===== src/rtl/vseq_pkg.sv =====
package vseq_pkg;
   localparam int ARCH_BITS = 5;
   localparam int NARCH     = 1 << ARCH_BITS;
   localparam int PHYS_BITS = ARCH_BITS + 1;

   typedef struct packed {
      logic                 en;
      logic                 bank;
      logic                 inv;
      logic [ARCH_BITS-1:0] idx;
   } pred_ent_t;

   typedef struct packed {
      logic                 is_vec;
      logic [PHYS_BITS-1:0] base;
   } vec_ent_t;

   localparam int PRED_W = $bits(pred_ent_t);
   localparam int VEC_W  = $bits(vec_ent_t);

   typedef enum logic [1:0] {
      SEQ_IDLE,
      SEQ_RUN,
      SEQ_DONE
   } seq_state_t;
endpackage


===== src/rtl/vseq_vl_clamp.sv =====
module vseq_vl_clamp #(
   parameter int MAXVL = 63,
   parameter int CNTW  = 16,
   parameter int IMMW  = 6,
   parameter int VLW   = 6
) (
   input  logic [CNTW-1:0] req,
   input  logic [IMMW-1:0] imm,
   output logic [VLW-1:0]  vl
);
   if (CNTW < VLW) begin : g_bad_cntw
      $error("vseq_vl_clamp: CNTW narrower than VLW");
   end

   logic [CNTW-1:0] lim;

   always_comb begin
      lim = CNTW'(MAXVL);
      if (CNTW'(imm) < lim) lim = CNTW'(imm);
      if (req < lim)        lim = req;
   end

   assign vl = VLW'(lim);
endmodule


===== src/rtl/vseq_pred_lookup.sv =====
module vseq_pred_lookup
   import vseq_pkg::*;
#(
   parameter int XLEN = 64
) (
   input  logic                    is_fp,
   input  logic [ARCH_BITS-1:0]    rd_num,
   input  logic [NARCH*PRED_W-1:0] int_tbl,
   input  logic [NARCH*PRED_W-1:0] fp_tbl,
   output logic [PHYS_BITS-1:0]    mask_raddr,
   input  logic [XLEN-1:0]         mask_rdata,
   output logic [XLEN-1:0]         mask,
   output logic                    bank_rsvd
);
   pred_ent_t ent;

   always_comb begin
      if (is_fp) ent = pred_ent_t'(fp_tbl[rd_num*PRED_W +: PRED_W]);
      else       ent = pred_ent_t'(int_tbl[rd_num*PRED_W +: PRED_W]);
      mask_raddr = PHYS_BITS'(ent.idx) + (PHYS_BITS'(ent.bank) << ARCH_BITS);
      if (!ent.en)     mask = '1;
      else if (ent.inv) mask = ~mask_rdata;
      else             mask = mask_rdata;
      bank_rsvd = ent.en && ent.bank;
   end
endmodule


===== src/rtl/vseq_redirect.sv =====
module vseq_redirect
   import vseq_pkg::*;
(
   input  logic [ARCH_BITS-1:0]   reg_num,
   input  logic [NARCH*VEC_W-1:0] tbl,
   output logic                   is_vec,
   output logic [PHYS_BITS-1:0]   phys
);
   vec_ent_t ent;

   assign ent    = vec_ent_t'(tbl[reg_num*VEC_W +: VEC_W]);
   assign is_vec = ent.is_vec;
   assign phys   = ent.is_vec ? ent.base : PHYS_BITS'(reg_num);
endmodule


===== src/rtl/vec_elem_seq.sv =====
module vec_elem_seq
   import vseq_pkg::*;
#(
   parameter int XLEN  = 64,
   parameter int MAXVL = 63,
   parameter int CNTW  = 16,
   localparam int VLW  = $clog2(MAXVL + 1)
) (
   input  logic                    clk,
   input  logic                    rst_n,
   input  logic                    start,
   input  logic                    is_fp,
   input  logic [ARCH_BITS-1:0]    rd,
   input  logic [ARCH_BITS-1:0]    rs1,
   input  logic [ARCH_BITS-1:0]    rs2,
   input  logic [CNTW-1:0]         vl_req,
   input  logic [VLW-1:0]          vl_imm,
   input  logic [NARCH*VEC_W-1:0]  vec_tbl,
   input  logic [NARCH*PRED_W-1:0] int_pred_tbl,
   input  logic [NARCH*PRED_W-1:0] fp_pred_tbl,
   output logic [PHYS_BITS-1:0]    mask_raddr,
   input  logic [XLEN-1:0]         mask_rdata,
   output logic [PHYS_BITS-1:0]    src1_raddr,
   input  logic [XLEN-1:0]         src1_rdata,
   output logic [PHYS_BITS-1:0]    src2_raddr,
   input  logic [XLEN-1:0]         src2_rdata,
   output logic                    rf_wen,
   output logic [PHYS_BITS-1:0]    rf_waddr,
   output logic [XLEN-1:0]         rf_wdata,
   output logic                    busy,
   output logic                    done,
   output logic                    err
);
   localparam int NOPS = 3;   // 0: destination, 1: source 1, 2: source 2

   if (MAXVL > XLEN) begin : g_bad_maxvl
      $error("vec_elem_seq: MAXVL exceeds mask width XLEN");
   end
   if (MAXVL < 1) begin : g_bad_min
      $error("vec_elem_seq: MAXVL must be at least 1");
   end

   // Operand lookup, combinational from the start fields
   logic [NOPS-1:0][ARCH_BITS-1:0] arch_num;
   logic [NOPS-1:0]                op_vec;
   logic [NOPS-1:0][PHYS_BITS-1:0] op_base;

   assign arch_num = {rs2, rs1, rd};

   for (genvar g = 0; g < NOPS; g++) begin : g_redir
      vseq_redirect u_redir (
         .reg_num (arch_num[g]),
         .tbl     (vec_tbl),
         .is_vec  (op_vec[g]),
         .phys    (op_base[g])
      );
   end

   logic [XLEN-1:0] mask_new;
   logic            bank_rsvd;

   // Predicate is looked up from the architectural rd, before redirection
   vseq_pred_lookup #(.XLEN(XLEN)) u_pred (
      .is_fp      (is_fp),
      .rd_num     (rd),
      .int_tbl    (int_pred_tbl),
      .fp_tbl     (fp_pred_tbl),
      .mask_raddr (mask_raddr),
      .mask_rdata (mask_rdata),
      .mask       (mask_new),
      .bank_rsvd  (bank_rsvd)
   );

   logic [VLW-1:0] vl_new;

   vseq_vl_clamp #(
      .MAXVL (MAXVL),
      .CNTW  (CNTW),
      .IMMW  (VLW),
      .VLW   (VLW)
   ) u_clamp (
      .req (vl_req),
      .imm (vl_imm),
      .vl  (vl_new)
   );

   // Sequencer state
   seq_state_t                     state_q;
   logic [NOPS-1:0]                vec_q;
   logic [NOPS-1:0][PHYS_BITS-1:0] base_q;
   logic [XLEN-1:0]                mask_q;
   logic [VLW-1:0]                 vl_q;
   logic [VLW-1:0]                 idx_q;
   logic                           err_q;
   logic                           accept;

   assign accept = start && (state_q == SEQ_IDLE);

   always_ff @(posedge clk) begin
      if (!rst_n) begin
         state_q <= SEQ_IDLE;
         vec_q   <= '0;
         base_q  <= '0;
         mask_q  <= '0;
         vl_q    <= '0;
         idx_q   <= '0;
         err_q   <= 1'b0;
      end else begin
         case (state_q)
            SEQ_IDLE: begin
               if (accept) begin
                  vec_q  <= op_vec;
                  base_q <= op_base;
                  mask_q <= mask_new;
                  vl_q   <= vl_new;
                  idx_q  <= '0;
                  err_q  <= bank_rsvd;
                  if (bank_rsvd || (vl_new == '0)) state_q <= SEQ_DONE;
                  else                             state_q <= SEQ_RUN;
               end
            end
            SEQ_RUN: begin
               if (idx_q == vl_q - VLW'(1)) state_q <= SEQ_DONE;
               else                         idx_q   <= idx_q + VLW'(1);
            end
            SEQ_DONE: begin
               state_q <= SEQ_IDLE;
               err_q   <= 1'b0;
            end
            default: state_q <= SEQ_IDLE;
         endcase
      end
   end

   // Per-operand element address: vectors advance, scalars stay put
   logic [NOPS-1:0][PHYS_BITS-1:0] elem_addr;

   for (genvar g = 0; g < NOPS; g++) begin : g_addr
      assign elem_addr[g] = base_q[g] + (vec_q[g] ? PHYS_BITS'(idx_q) : '0);
   end

   assign rf_waddr   = elem_addr[0];
   assign src1_raddr = elem_addr[1];
   assign src2_raddr = elem_addr[2];

   assign busy     = (state_q == SEQ_RUN);
   assign done     = (state_q == SEQ_DONE);
   assign err      = done && err_q;
   assign rf_wen   = busy && mask_q[idx_q];
   assign rf_wdata = src1_rdata + src2_rdata;
endmodule


===== config.mk =====
export PLATFORM = sky130hd
export DESIGN_NAME = vec_elem_seq
export DESIGN_NICKNAME = d
export VERILOG_FILES = /design/src/rtl/vseq_pkg.sv /design/src/rtl/vseq_vl_clamp.sv /design/src/rtl/vseq_pred_lookup.sv /design/src/rtl/vseq_redirect.sv /design/src/rtl/vec_elem_seq.sv
export SDC_FILE = /design/constraint.sdc
export NUM_CORES = 1
export LEC_CHECK = 0
export CORE_AREA = 4 4 411 413
export CTS_BUF_LIST = sky130_fd_sc_hd__clkbuf_4
export DETAILED_ROUTE_END_ITERATION = 12
export DIE_AREA = 0 0 415 417
export HOLD_SLACK_MARGIN = 0.02
export MAX_ROUTING_LAYER = met4
export PLACE_DENSITY_LB_ADDON = 0.1
export REMOVE_ABC_BUFFERS = 1
export SLEW_MARGIN = 10
export SYNTH_ARGS = -nofsm -noshare
export SYNTH_HDL_FRONTEND = slang
export SYNTH_HIERARCHICAL = 1
export SYNTH_SLANG_ARGS = --single-unit

===== constraint.sdc =====
create_clock -name clk -period 5.4 [get_ports clk]
set_input_delay 1.35 -clock clk [delete_from_list [all_inputs] [get_ports clk]]
set_output_delay 1.35 -clock clk [all_outputs]
set_load 0.02 [all_outputs]

# Word-level counts from Yosys, hierarchy flattened
# Index checks and enable logic that the tools add are counted.
# op_classes
eq_ne	6
reduce_logical	13
mul	3
add_sub_neg	7
shifts	5
n_mux	22
magnitude_cmp	3
bitwise_logic	1
# op_table
operator	n
indexed part select 224 x 9 -> 7 bit	3
indexed part select 256 x 9 -> 8 bit	2
two-way mux 64 bit	2
adder 64 bit	1
NOT 64 bit	1
two-way mux 6 bit	10
multiplier 5 x 3 -> 8 bit, second input constant	3
adder 6 bit	3
< comparator 16 x 6 -> 1 bit	1
one-hot mux 6 bit (2 select lines)	1
two-way mux 8 bit	1
< comparator 6 x 7 -> 1 bit, second input constant	1
adder 5 x 6 -> 6 bit	1
adder 6 x 1 -> 6 bit, second input constant	1
binary-select mux 1 bit (select 6 bit)	1
equality test 6 bit	1
logical NOT 6 bit	1
< comparator 6 bit, second input constant	1
two-way mux 2 bit	3
AND reduction 2 bit	3
subtractor 6 x 1 -> 6 bit, second input constant	1
logical AND 1 bit	4
!= test 2 bit, second input constant	2
one-hot mux 2 bit (2 select lines)	1
other kinds (9)	11
# word_totals
wordCells	69
input_bits	969
register_bits	100

# Depth between registers and ports, before layout
# Gate-level depths: netlist of the first run.
# logic_depth
word_depth	9
ltp_mapped	13
mapped_depth_nobuf	11

# Hierarchy
# Netlist of the first run, hierarchy kept.
# modules_own_cells
module	n_inst	area_each_um2	cells_each	seq_area_each_um2
vec_elem_seq	1	8918.6	1155	2001.9
vseq_redirect	3	1943.1	161	0.0
vseq_pred_lookup	1	4974.8	415	0.0
vseq_vl_clamp	1	271.5	25	0.0

# Worst setup path after synthesis of the first run
# No wires, ideal clock.
# synth_path
kind	input port to output port
from	input port src1_rdata[0]
to	output port rf_wdata[48]
path_slack_ns	-0.500
path_buffers	0
required_time_ns	4.050
stages	11
arrival_time_ns	4.550
path_cell_list	ha_1 > fa_1 > a21o_1 > a221oi_2 > o22a_1 > nand4_1 > a31oi_2 > a211oi_1 > o21bai_2 > mux2i_1 > a2111oi_0
# synth_between
elab_chain_len	1
# synth_lines
element	line	source
from (decl)	vec_elem_seq.sv:24	input logic [XLEN-1:0] src1_rdata,
adder 64 bit	vec_elem_seq.sv:150	assign rf_wdata = src1_rdata + src2_rdata;
to (decl)	vec_elem_seq.sv:29	output logic [XLEN-1:0] rf_wdata,
# No other way between the ends.

# Worst setup path in the final report of the first run
# layout_path
from	input port src2_rdata[0]
to	output port rf_wdata[48]
# layout_between
elab_chain_len	1
# layout_lines
element	line	source
from (decl)	vec_elem_seq.sv:26	input logic [XLEN-1:0] src2_rdata,
adder 64 bit	vec_elem_seq.sv:150	
# No other way between the ends.

==> results.json, run 1 <==
{
  "status": "finished, violations left",
  "violations": "negative setup slack",
  "worstPathMaxFanout": 4,
  "synth_compound_area_frac": 0.168,
  "synthCells": 2078,
  "ys_seq_area_frac": 0.100,
  "met1_length_um": 50100,
  "route.met3.wl_um": 6410,
  "dr.pass1.iters": 6,
  "antenna_found_initial": 113,
  "mappedNetlistArea_um2": 20000,
  "path_clk_slew_ns": 0.14,
  "grt_overflow": 0,
  "gr-usage-all-layers": 0.173,
  "num_rows": 149,
  "fin_nets": 4380,
  "ys_ff_latch": 100,
  "skew_ns": 0.0225,
  "p_leak_nw": 13.8,
  "switchingPower_mw": 2.11,
  "period_needed_ns": 5.61,
  "r2r_end": "idx_q[5]$_SDFFE_PN0P_",
  "critical_path.startpoint_type": "primary input",
  "drive_above_1_share": 0.282,
  "grt_max_degree": 98,
  "synth_area_per_cell_um2": 9.62,
  "ir_drop_mv": 0.133,
  "cts_buffer_depth": 2,
  "portBuffers": 1060,
  "max_stage_delay_ns": 0.45,
  "die-area_um2": 173000,
  "top_layer_used": "met4",
  "crit_path_top_delay_cell": "a2111oi_2",
  "cts_tree": "yes",
  "p_clk_frac": 0.087,
  "seqCellArea_um2": 2000,
  "clk_latency_ns": 0.48,
  "finalSetupViolations": 12,
  "synth_top_family_by_area": "multiplexers",
  "drt_wl_total_um": 153000,
  "min_period_over_period": 1.04,
  "yosysWarningCount": 6,
  "core_um2": 165000,
  "pin_count": 1061,
  "hold_path.class": "flip-flop to flip-flop",
  "r2r_slack_ns": 2.64,
  "pwr-share-comb": 0.741,
  "rr_startpoint": "idx_q[3]$_SDFFE_PN0P_",
  "fmax_ghz": 0.178,
  "fill_cells": 18200,
  "ys.flop_type": "dfxtp_1",
  "place_area_um2": 35000,
  "drc": 0,
  "grt_pass1_vias": 25200,
  "seq_power_share": 0.173,
  "endpoint_kind": "output port",
  "setup_slack_ns": -0.213,
  "ys_async_sr_fraction": 0,
  "routed_via_density": 4.15,
  "cp_num_buf_inv": 2,
  "yosys.area_share.simple": 0.128,
  "die_w_um": 415,
  "finalWeightedCongestion": 0.883,
  "hold_viol": 0,
  "slew_headroom": 0.264,
  "worst_pin_slew_ns": 1.10,
  "htreeDepth": 3,
  "fin_util": 0.222,
  "maxCapViolCount": 0,
  "setup.worst_path.class": "primary input to output port",
  "synth-edff-count": 0,
  "multi_input_area_um2": 17900,
  "syn_to_final_growth_pct": 82.7,
  "holdPathEnd": "mask_q[3]$_SDFFE_PN0P_",
  "slew_viol_final": 0,
  "synthMuxAreaShare": 0.450,
  "die_h_um": 417,
  "wl_per_cell_um": 27.5,
  "grt_pass1_wl_um": 206000,
  "drt-initial-drc-count": 1119,
  "min_from": "mask_q[3]$_SDFFE_PN0P_",
  "synth-xor-area-share": 0.0381,
  "p_sw_frac": 0.412,
  "clock_sinks": 100,
  "synth.distinct_cells": 82,
  "dpl.cell_count": 5461,
  "hold_buffers": 0,
  "cts_buffers": 9,
  "via_count": 23100,
  "crit_chain": "buf_6, ha_4, fa_2, a21o_1, a221oi_2, o22a_4, nand4_1, a31oi_4, a211oi_2, o21bai_2, mux2i_1, a2111oi_2, buf_4",
  "finalPower_mw": 5.12,
  "design_area_um2": 36500,
  "dp_hpwl_um": 133000,
  "rsz0062_at_grt": "true",
  "drtAntennaViolNets": 0,
  "r2r_cells": 8,
  "cellPowerDensity_nw_per_um2": 140,
  "p_int_mw": 3.01,
  "synth_fa_ha_area_frac": 0.0572,
  "critPathTopFamily": "compound AO/OA/AOI/OAI gates",
  "root_buffer": "clkbuf_4",
  "cp.arrival_ns": 4.26,
  "wl_met2_um": 92500,
  "initial_utilization": 0.121,
  "cp.required_ns": 4.05,
  "whs_path_depth": 2,
  "instances_no_fill": 5562
}
## repair_timing
| action | 4_1_cts | 5_1_grt |
|---|---|---|
| setup endpoints to repair | 49 | 34 |
| resized for setup | 425 | 95 |
| setup buffers | 29 | 16 |
| pin swaps | 104 | 67 |
## metal layers
layer	GRT usage	vias to the layer above
met5	-	-
met1	0.159	11400
li1	-	10700
met3	0.0255	199
met4	0.0360	0
met2	0.367	789
## cell families after synthesis
logic type,Yosys count
XOR/XNOR,87
AND/OR/NAND/NOR,554
adder cells (fa/ha/maj),89
flip-flops,100
AO/OA/AOI/OAI,477
multiplexers,523
buffers and inverters,248
## worst min-delay path, stage by stage (launching register included)
cell and delay [ns]:
dfxtp_1 0.34, nand2_1 0.04, a21boi_0 0.06
## layout by cell type, fill, tap and decap left out, types with 8 or more instances in the layout
cell type,synthesis,final
clkbuf_4,1,10
o22ai_1,13,12
buf_2,46,17
a21oi_2,0,10
nand3_1,53,51
mux2_2,16,16
mux4_2,293,293
buf_12,0,23
a22oi_1,38,37
nor2_1,58,54
mux2i_1,205,205
a21o_1,40,39
clkdlybuf4s50_1,0,918
dlygate4sd2_1,0,24
xnor2_1,58,52
and2_1,20,18
nand2b_1,20,20
nor3_1,14,11
clkbuf_2,0,12
a21oi_1,97,85
o21bai_1,15,15
nor2b_1,26,24
and3_1,15,14
a21boi_0,94,94
o31ai_1,10,10
ha_1,85,46
xor2_1,29,29
nand4_1,26,26
ha_4,0,38
a31oi_1,34,30
a211o_1,10,8
o21ai_1,13,10
dfxtp_1,100,100
o21ai_0,36,30
diode_2,0,46
inv_1,61,61
buf_4,13,377
a32o_1,8,8
buf_6,19,30
nand2_1,292,283
## flip-flops by register name (all words and copies together) (netlist names)
register and cells:
state_q 2, idx_q 6, mask_q 64, vl_q 6
err_q 1, vec_q 3, base_q 18
## area by class of cell
type                            instances  area share
Tap cell                             2189      0.0750
Antenna cell                           46     0.00315
Multi-Input combinational cell       1730       0.490
Clock buffer                           10     0.00206
Clock inverter                          6     0.00175
Inverter                               62     0.00637
Sequential cell                       100      0.0548
Timing Repair Buffer                 1419       0.367
## cells in the mapped netlist (14+ instances only)
library cell / number / area [µm²]
mux2i_1: 205 / 2050
mux4_2: 293 / 6600
nor2_1: 58 / 218
o21ai_0: 36 / 180
and2_1: 20 / 125
xnor2_1: 58 / 508
nand3_1: 53 / 265
nand2b_1: 20 / 125
nand2_1: 292 / 1100
nor2b_1: 26 / 163
xor2_1: 29 / 254
nor3_1: 14 / 70.1
a21boi_0: 94 / 706
nand4_1: 26 / 163
inv_1: 61 / 229
a31oi_1: 34 / 213
a21o_1: 40 / 300
o21bai_1: 15 / 113
mux2_2: 16 / 180
and3_1: 15 / 93.8
a22oi_1: 38 / 285
buf_2: 46 / 230
clkbuf_1: 96 / 360
ha_1: 85 / 1060
dfxtp_1: 100 / 2000
buf_6: 19 / 214
a21oi_1: 97 / 485
## power by group through the flow
stage / Combinational [mW] / Clock, mW / Sequential [mW]
finish: 3.79 / 0.443 / 0.883
global route: 4.06 / 0.498 / 0.896
CTS: 3.82 / 0.479 / 0.885
detailed placement: 3.71 / 0 / 0.901
global placement: 3.72 / 0 / 0.901
floorplan: 1.52 / 0 / 0.889
## worst max path at each step
stage	slack [ns]	start	depth (start not counted)	to
3_5_place_dp	-1.56	src1_rdata[0]	13	rf_wdata[48]
5_1_grt	-0.35	src2_rdata[0]	13	rf_wdata[48]
4_1_cts	-0.22	src2_rdata[0]	13	rf_wdata[48]
2_1_floorplan	-0.50	src1_rdata[0]	11	rf_wdata[48]
3_3_place_gp	-1.50	src1_rdata[0]	13	rf_wdata[48]
6_report	-0.21	src2_rdata[0]	13	rf_wdata[48]
## stage by stage
step / hold WS (ns) / setup TNS, ns / setup slack [ns]
after global routing: 0.496 / -3.56 / -0.351
after CTS: 0.478 / -1.46 / -0.217
after detailed placement: 0.458 / -38.45 / -1.56
after global placement: 0.454 / -37.79 / -1.50
after floorplan: 0.440 / -0.584 / -0.500
final: 0.473 / -1.07 / -0.213
No activity file was read; power rests on OpenSTA's default activity.
==> run 2, diff against run 1 <==
- CTS_BUF_LIST: sky130_fd_sc_hd__clkbuf_4 -> sky130_fd_sc_hd__clkbuf_2 sky130_fd_sc_hd__clkbuf_4 sky130_fd_sc_hd__clkbuf_8
- HOLD_SLACK_MARGIN: 0.02 -> 0.1
- clock period: 5.4 -> 6.1 ns (I/O delays scaled with it)
==> results.json, run 2 (synthesized netlist as in run 1, its figures left out) <==
{
  "r2r_end": "idx_q[5]$_SDFFE_PN0P_",
  "antenna_found_initial": 107,
  "place_area_um2": 34500,
  "grt_pass1_wl_um": 205000,
  "final_common_cell": "clkdlybuf4s50_1",
  "design_area_um2": 35500,
  "cts_tree": "yes",
  "dp_hpwl_um": 131000,
  "drc": 0,
  "drtAntennaViolNets": 0,
  "maxCapViolCount": 0,
  "drt_wl_total_um": 151000,
  "slew_viol_final": 0,
  "hold_buffers": 0,
  "grt_max_degree": 98,
  "core_um2": 165000,
  "portBuffers": 1060,
  "drive_above_1_share": 0.238,
  "critical_path.startpoint_type": "primary input",
  "dpl.cell_count": 5403,
  "reg_top3": "mask_q: 64 flops, base_q: 18 flops",
  "regMostFlops": "mask_q",
  "wl_per_cell_um": 27.6,
  "cts_buffer_depth": 2,
  "finalSetupViolations": 0,
  "die_h_um": 417,
  "dp_slack_ns": -1.03,
  "p_leak_nw": 13.3,
  "status": "complete, no violations",
  "pin_count": 1061,
  "die-area_um2": 173000,
  "final_cell_mix": "clkdlybuf4s50_1 (959), mux4_2 (293), buf_4 (293)",
  "crit_chain": "clkdlybuf4s50_1, ha_1, a21oi_1, o21ai_0, nand4_1, o2111ai_1, a211oi_2, o22ai_4, buf_4, or2_1, a21oi_2, buf_4, xnor2_1, buf_4",
  "route.met3.wl_um": 5810,
  "grt_pass1_vias": 25100,
  "endpoint_kind": "output port",
  "ir_drop_mv": 0.132,
  "grt_overflow": 0,
  "crit_top_cell": "buf_4",
  "startpoint": "src2_rdata[14]",
  "clock_sinks": 100,
  "met1_length_um": 49700,
  "die_w_um": 415,
  "crit_end": "rf_wdata[43]",
  "worstPathMaxFanout": 3,
  "fmax_ghz": 0.166,
  "top_layer_used": "met4",
  "drt-initial-drc-count": 1118,
  "rr_startpoint": "idx_q[0]$_SDFFE_PN0P_",
  "htreeDepth": 3,
  "cp.arrival_ns": 4.50,
  "setup.worst_path.class": "primary input to output port",
  "instances_no_fill": 5476,
  "dr.pass1.iters": 5,
  "wl_met2_um": 92700,
  "min_period_over_period": 0.988,
  "r2r_slack_ns": 3.41,
  "gr-usage-all-layers": 0.171,
  "routed_via_density": 4.17,
  "period_needed_ns": 6.03,
  "root_buffer": "clkbuf_8",
  "cp.required_ns": 4.58,
  "largest_reg_flops": 64,
  "crit_path_top_delay_cell": "clkdlybuf4s50_1",
  "r2r_cells": 8,
  "syn_to_final_growth_pct": 77.4,
  "hold_path.class": "flip-flop to flip-flop",
  "clk_latency_ns": 0.40,
  "path_clk_slew_ns": 0.10,
  "rsz0062_at_grt": "true",
  "setup_slack_ns": 0.0734,
  "cellPowerDensity_nw_per_um2": 128,
  "via_count": 22800,
  "skew_ns": 0.0133,
  "num_rows": 149,
  "initial_utilization": 0.121,
  "hold_viol": 0,
  "fin_nets": 4301,
  "max_stage_delay_ns": 0.52,
  "slew_headroom": 0.333,
  "finalWeightedCongestion": 0.864,
  "cts_buffers": 9,
  "worst_pin_slew_ns": 1.00
}
-- run 2: cell count changes in the layout (fill, tap and decap cells not counted), moves of 10 or more --
cell	delta
dlygate4sd2_1	-10
ha_1	+15
ha_4	-17
buf_4	-84
buf_6	-24
clkbuf_4	-10
clkdlybuf4s50_1	+41
clkbuf_8	+10
-- run 2: final cells by class --
type | count | area, µm²
flip-flops and latches | 100 | 2000
inverters | 62 | 233
diodes | 39 | 97.6
well taps | 2189 | 2740
fillers | 18200 | 129000
multi-input cells | 1730 | 17400
repair buffers | 1340 | 12700
clock inverters | 6 | 93.8
clock buffers | 10 | 138
-- run 2: critical path: cells and delay by family --
family                     cells  cell delay [ns]
AOI/OAI and AO/OA              6             1.26
xor gates and xnor gates       1             0.11
adders and majority gates      1             0.26
buffers and inverters          4             0.98
and+or+nand+nor                2             0.38
-- run 2: how the worst min path moves through the flow --
stage,from,to,slack (ns),cells after the start
2_1_floorplan,mask_q[10]$_SDFFE_PN0P_,mask_q[10]$_SDFFE_PN0P_,0.44,2
3_3_place_gp,mask_q[46]$_SDFFE_PN0P_,mask_q[46]$_SDFFE_PN0P_,0.45,2
3_5_place_dp,mask_q[46]$_SDFFE_PN0P_,mask_q[46]$_SDFFE_PN0P_,0.46,2
4_1_cts,mask_q[43]$_SDFFE_PN0P_,mask_q[43]$_SDFFE_PN0P_,0.48,2
5_1_grt,mask_q[50]$_SDFFE_PN0P_,mask_q[50]$_SDFFE_PN0P_,0.49,2
6_report,mask_q[14]$_SDFFE_PN0P_,mask_q[14]$_SDFFE_PN0P_,0.47,2
-- run 2: where the power goes --
part           total (mW)  switching (mW)  internal [mW]
Sequential          0.793          0.0596          0.733
Combinational        3.20            1.50           1.71
Clock               0.526           0.280          0.247
-- run 2: through the flow --
stage	utilization	hold WS (ns)	setup TNS (ns)	power, mW
4_1_cts	0.213	0.476	0	4.61
2_1_floorplan	-	0.440	-0.150	2.13
5_1_grt	0.215	0.488	-0.00676	4.82
6_report	0.215	0.471	0	4.52
3_5_place_dp	0.209	0.458	-23.00	4.02
3_3_place_gp	0.209	0.454	-22.70	4.04
-- run 2: repair_timing --
item / 4_1_cts / 5_1_grt
endpoints found under the setup margin: 38 / 32
pin swaps: 39 / 50
setup buffers: 9 / 9
resized for setup: 195 / 77
-- run 2: metal layers --
layer  GRT usage  vias to the layer above
li1            -                    10500
met1       0.157                    11400
met2       0.372                      735
met3      0.0226                      196
met4      0.0245                        0
met5           -                        -
==> run 3, diff against run 2 <==
- CORE_AREA: 4 4 411 413 -> 4 4 406 408
- DIE_AREA: 0 0 415 417 -> 0 0 410 412
- SYNTH_HIERARCHICAL: 1 -> default
==> results.json, run 3 <==
{
  "status": "complete, no violations",
  "cp.arrival_ns": 4.48,
  "rr_startpoint": "idx_q[3]$_SDFFE_PN0P_",
  "finalSetupViolations": 0,
  "drt_wl_total_um": 147000,
  "dp_slack_ns": -0.929,
  "fmax_ghz": 0.166,
  "dp_hpwl_um": 129000,
  "drive_above_1_share": 0.310,
  "setup.worst_path.class": "primary input to output port",
  "grt_pass1_wl_um": 197000,
  "finalSetupTns_ns": 0,
  "drtAntennaViolNets": 0,
  "yosys.area_share.simple": 0.0756,
  "p_int_mw": 2.70,
  "path_clk_slew_ns": 0.11,
  "hold_path.class": "flip-flop to flip-flop",
  "regMostFlops": "mask_q",
  "core_um2": 162000,
  "htreeDepth": 3,
  "synth-xor-area-share": 0.0695,
  "max_stage_delay_ns": 0.68,
  "via_count": 20700,
  "cts_buffers": 9,
  "synthCells": 1619,
  "synth_top_cell_area_share": 0.474,
  "drt-initial-drc-count": 1047,
  "endpoint_kind": "output port",
  "seq_power_share": 0.180,
  "cp.required_ns": 4.58,
  "synthMuxAreaShare": 0.492,
  "grt_pass1_vias": 22900,
  "dpl.cell_count": 4957,
  "fin_util": 0.213,
  "crit_chain": "dlygate4sd2_1, ha_4, and4_1, and3_4, and4b_1, o31ai_4, a41oi_2, buf_4, o21ai_0, buf_4, xnor2_1, clkdlybuf4s50_1",
  "crit_top_cell": "buf_4",
  "ys.flop_type": "dfxtp_1",
  "num_rows": 148,
  "antenna_found_initial": 115,
  "ys_ff_latch": 100,
  "synth_fa_ha_area_frac": 0.0617,
  "portBuffers": 1060,
  "min_from": "err_q$_SDFFE_PN0P_",
  "slew_headroom": 0.258,
  "clk_latency_ns": 0.41,
  "pwr-share-comb": 0.720,
  "synthTopCellsByCount": "mux4_2 (390), a21oi_1 (112), dfxtp_1 (100)",
  "die_h_um": 412,
  "dr.pass1.iters": 5,
  "reg_top3": "mask_q: 64 flops, base_q: 18 flops",
  "synthTopCellsByArea": "mux4_2 (47%), dfxtp_1 (11%), ha_1 (5.7%), xor2_1 (4.1%), o221a_1 (3.7%)",
  "worst_pin_slew_ns": 1.11,
  "r2r_cells": 9,
  "worstPathMaxFanout": 5,
  "yosysWarningCount": 0,
  "cts_buffer_depth": 2,
  "synth_top_family_by_area": "multiplexers",
  "fin_nets": 3874,
  "p_sw_frac": 0.404,
  "routed_via_density": 4.10,
  "ys_async_sr_fraction": 0,
  "drc": 0,
  "initial_utilization": 0.115,
  "worst-path-stages": 12,
  "p_leak_nw": 12.5,
  "wl_per_cell_um": 29.1,
  "root_buffer": "clkbuf_8",
  "grt_max_degree": 98,
  "final_common_cell": "clkdlybuf4s50_1",
  "ir_drop_mv": 0.0937,
  "p_clk_frac": 0.100,
  "cellPowerDensity_nw_per_um2": 131,
  "grt_overflow": 0,
  "cts_tree": "yes",
  "critical_path.startpoint_type": "primary input",
  "cp_num_buf_inv": 4,
  "fill_cells": 17600,
  "ys_seq_area_frac": 0.108,
  "die-area_um2": 169000,
  "synth-edff-count": 0,
  "gr-usage-all-layers": 0.171,
  "synth_area_per_cell_um2": 11.4,
  "whs_path_depth": 2,
  "setup_slack_ns": 0.0927,
  "synthMostInstantiatedCell": "mux4_2",
  "period_needed_ns": 6.01,
  "skew_ns": 0.00947,
  "synth_area_leader_cell": "mux4_2",
  "synth_compound_area_frac": 0.142,
  "largest_reg_flops": 64,
  "clock_sinks": 100,
  "syn_to_final_growth_pct": 86.2,
  "maxCapViolCount": 0,
  "finalWeightedCongestion": 0.912,
  "startpoint": "src1_rdata[18]",
  "hold_viol": 0,
  "switchingPower_mw": 1.83,
  "instances_no_fill": 5049,
  "pin_count": 1061,
  "final_cell_mix": "clkdlybuf4s50_1 (930), mux4_2 (389), buf_4 (292)",
  "mappedNetlistArea_um2": 18500,
  "die_w_um": 410,
  "synth.distinct_cells": 59,
  "crit_path_top_delay_cell": "clkdlybuf4s50_1",
  "slew_viol_final": 0,
  "min_period_over_period": 0.985,
  "rsz0062_at_grt": "true",
  "finalPower_mw": 4.52,
  "critPathTopFamily": "buffers and inverters"
}
## run 3: layout make-up
| type | instances | area (µm²) | area share |
|---|---|---|---|
| multi-input combinational | 1312 | 16500 | 0.478 |
| timing repair buffer | 1341 | 12800 | 0.370 |
| tap | 2175 | 2720 | 0.0789 |
| sequential | 100 | 2000 | 0.0581 |
| inverter | 52 | 195 | 0.00566 |
| antenna | 53 | 133 | 0.00385 |
| clock buffer | 9 | 124 | 0.00359 |
| clock inverter | 7 | 65.1 | 0.00189 |
## run 3: layer usage
metal / up-vias / wire length [µm] / global-route usage / part of all wire
li1: 9145 / - / - / -
met1: 10600 / 52800 / 0.175 / 0.36
met2: 837 / 82800 / 0.332 / 0.56
met3: 155 / 9160 / 0.0422 / 0.062
met4: 0 / 2460 / 0.0289 / 0.017
met5: - / 0 / - / 0
## run 3: worst register-to-register path: cells and delay by family, from the launching register on
family / cells / cell delay, ns
AOI/OAI and AO/OA: 5 / 0.86
xor gates and xnor gates: 1 / 0.13
buffers and inverters: 1 / 0.24
DFF: 1 / 0.89
and+or+nand+nor: 2 / 0.26
## run 3: timing repair
item                       in CTS  in global routing
setup buffers                  12                 13
cloned                          0                  0
setup endpoints to repair      43                 33
pin swaps                      51                 50
gates resized for setup       239                 86
hold buffers                    0                  0
## run 3: power by group through the flow
stage	clock network, mW	registers, mW	logic [mW]
after detailed placement	0	0.828	3.23
after floorplan	0	0.811	1.34
after CTS	0.476	0.814	3.29
after global placement	0	0.825	3.22
after global routing	0.492	0.826	3.48
final	0.454	0.813	3.26
## run 3: cell families (layout without fill, tap and decap cells)
logic type	after synthesis	after routing
muxes	421	421
DFF	100	100
adders and majority gates	89	89
and+or+nand+nor	284	284
AOI/OAI and AO/OA	371	371
xor gates and xnor gates	147	147
buffers and inverters	207	1409
other	0	53
## run 3: path summary, 6_finish.rpt
path / end / slack, ns
worst max-delay path: rf_wdata[28] / 0.09
worst min-delay path: err_q$_SDFFE_PN0P_ / 0.51
worst min register to register: err_q$_SDFFE_PN0P_ / 0.51
worst max register to register: idx_q[5]$_SDFFE_PN0P_ / 3.63
## run 3: through the flow
stage	cell area [µm²]	hold WS [ns]
2_1_floorplan	17800	0.460
3_3_place_gp	33100	0.487
3_5_place_dp	33100	0.497
4_1_cts	34000	0.515
5_1_grt	34500	0.523
6_report	34500	0.509
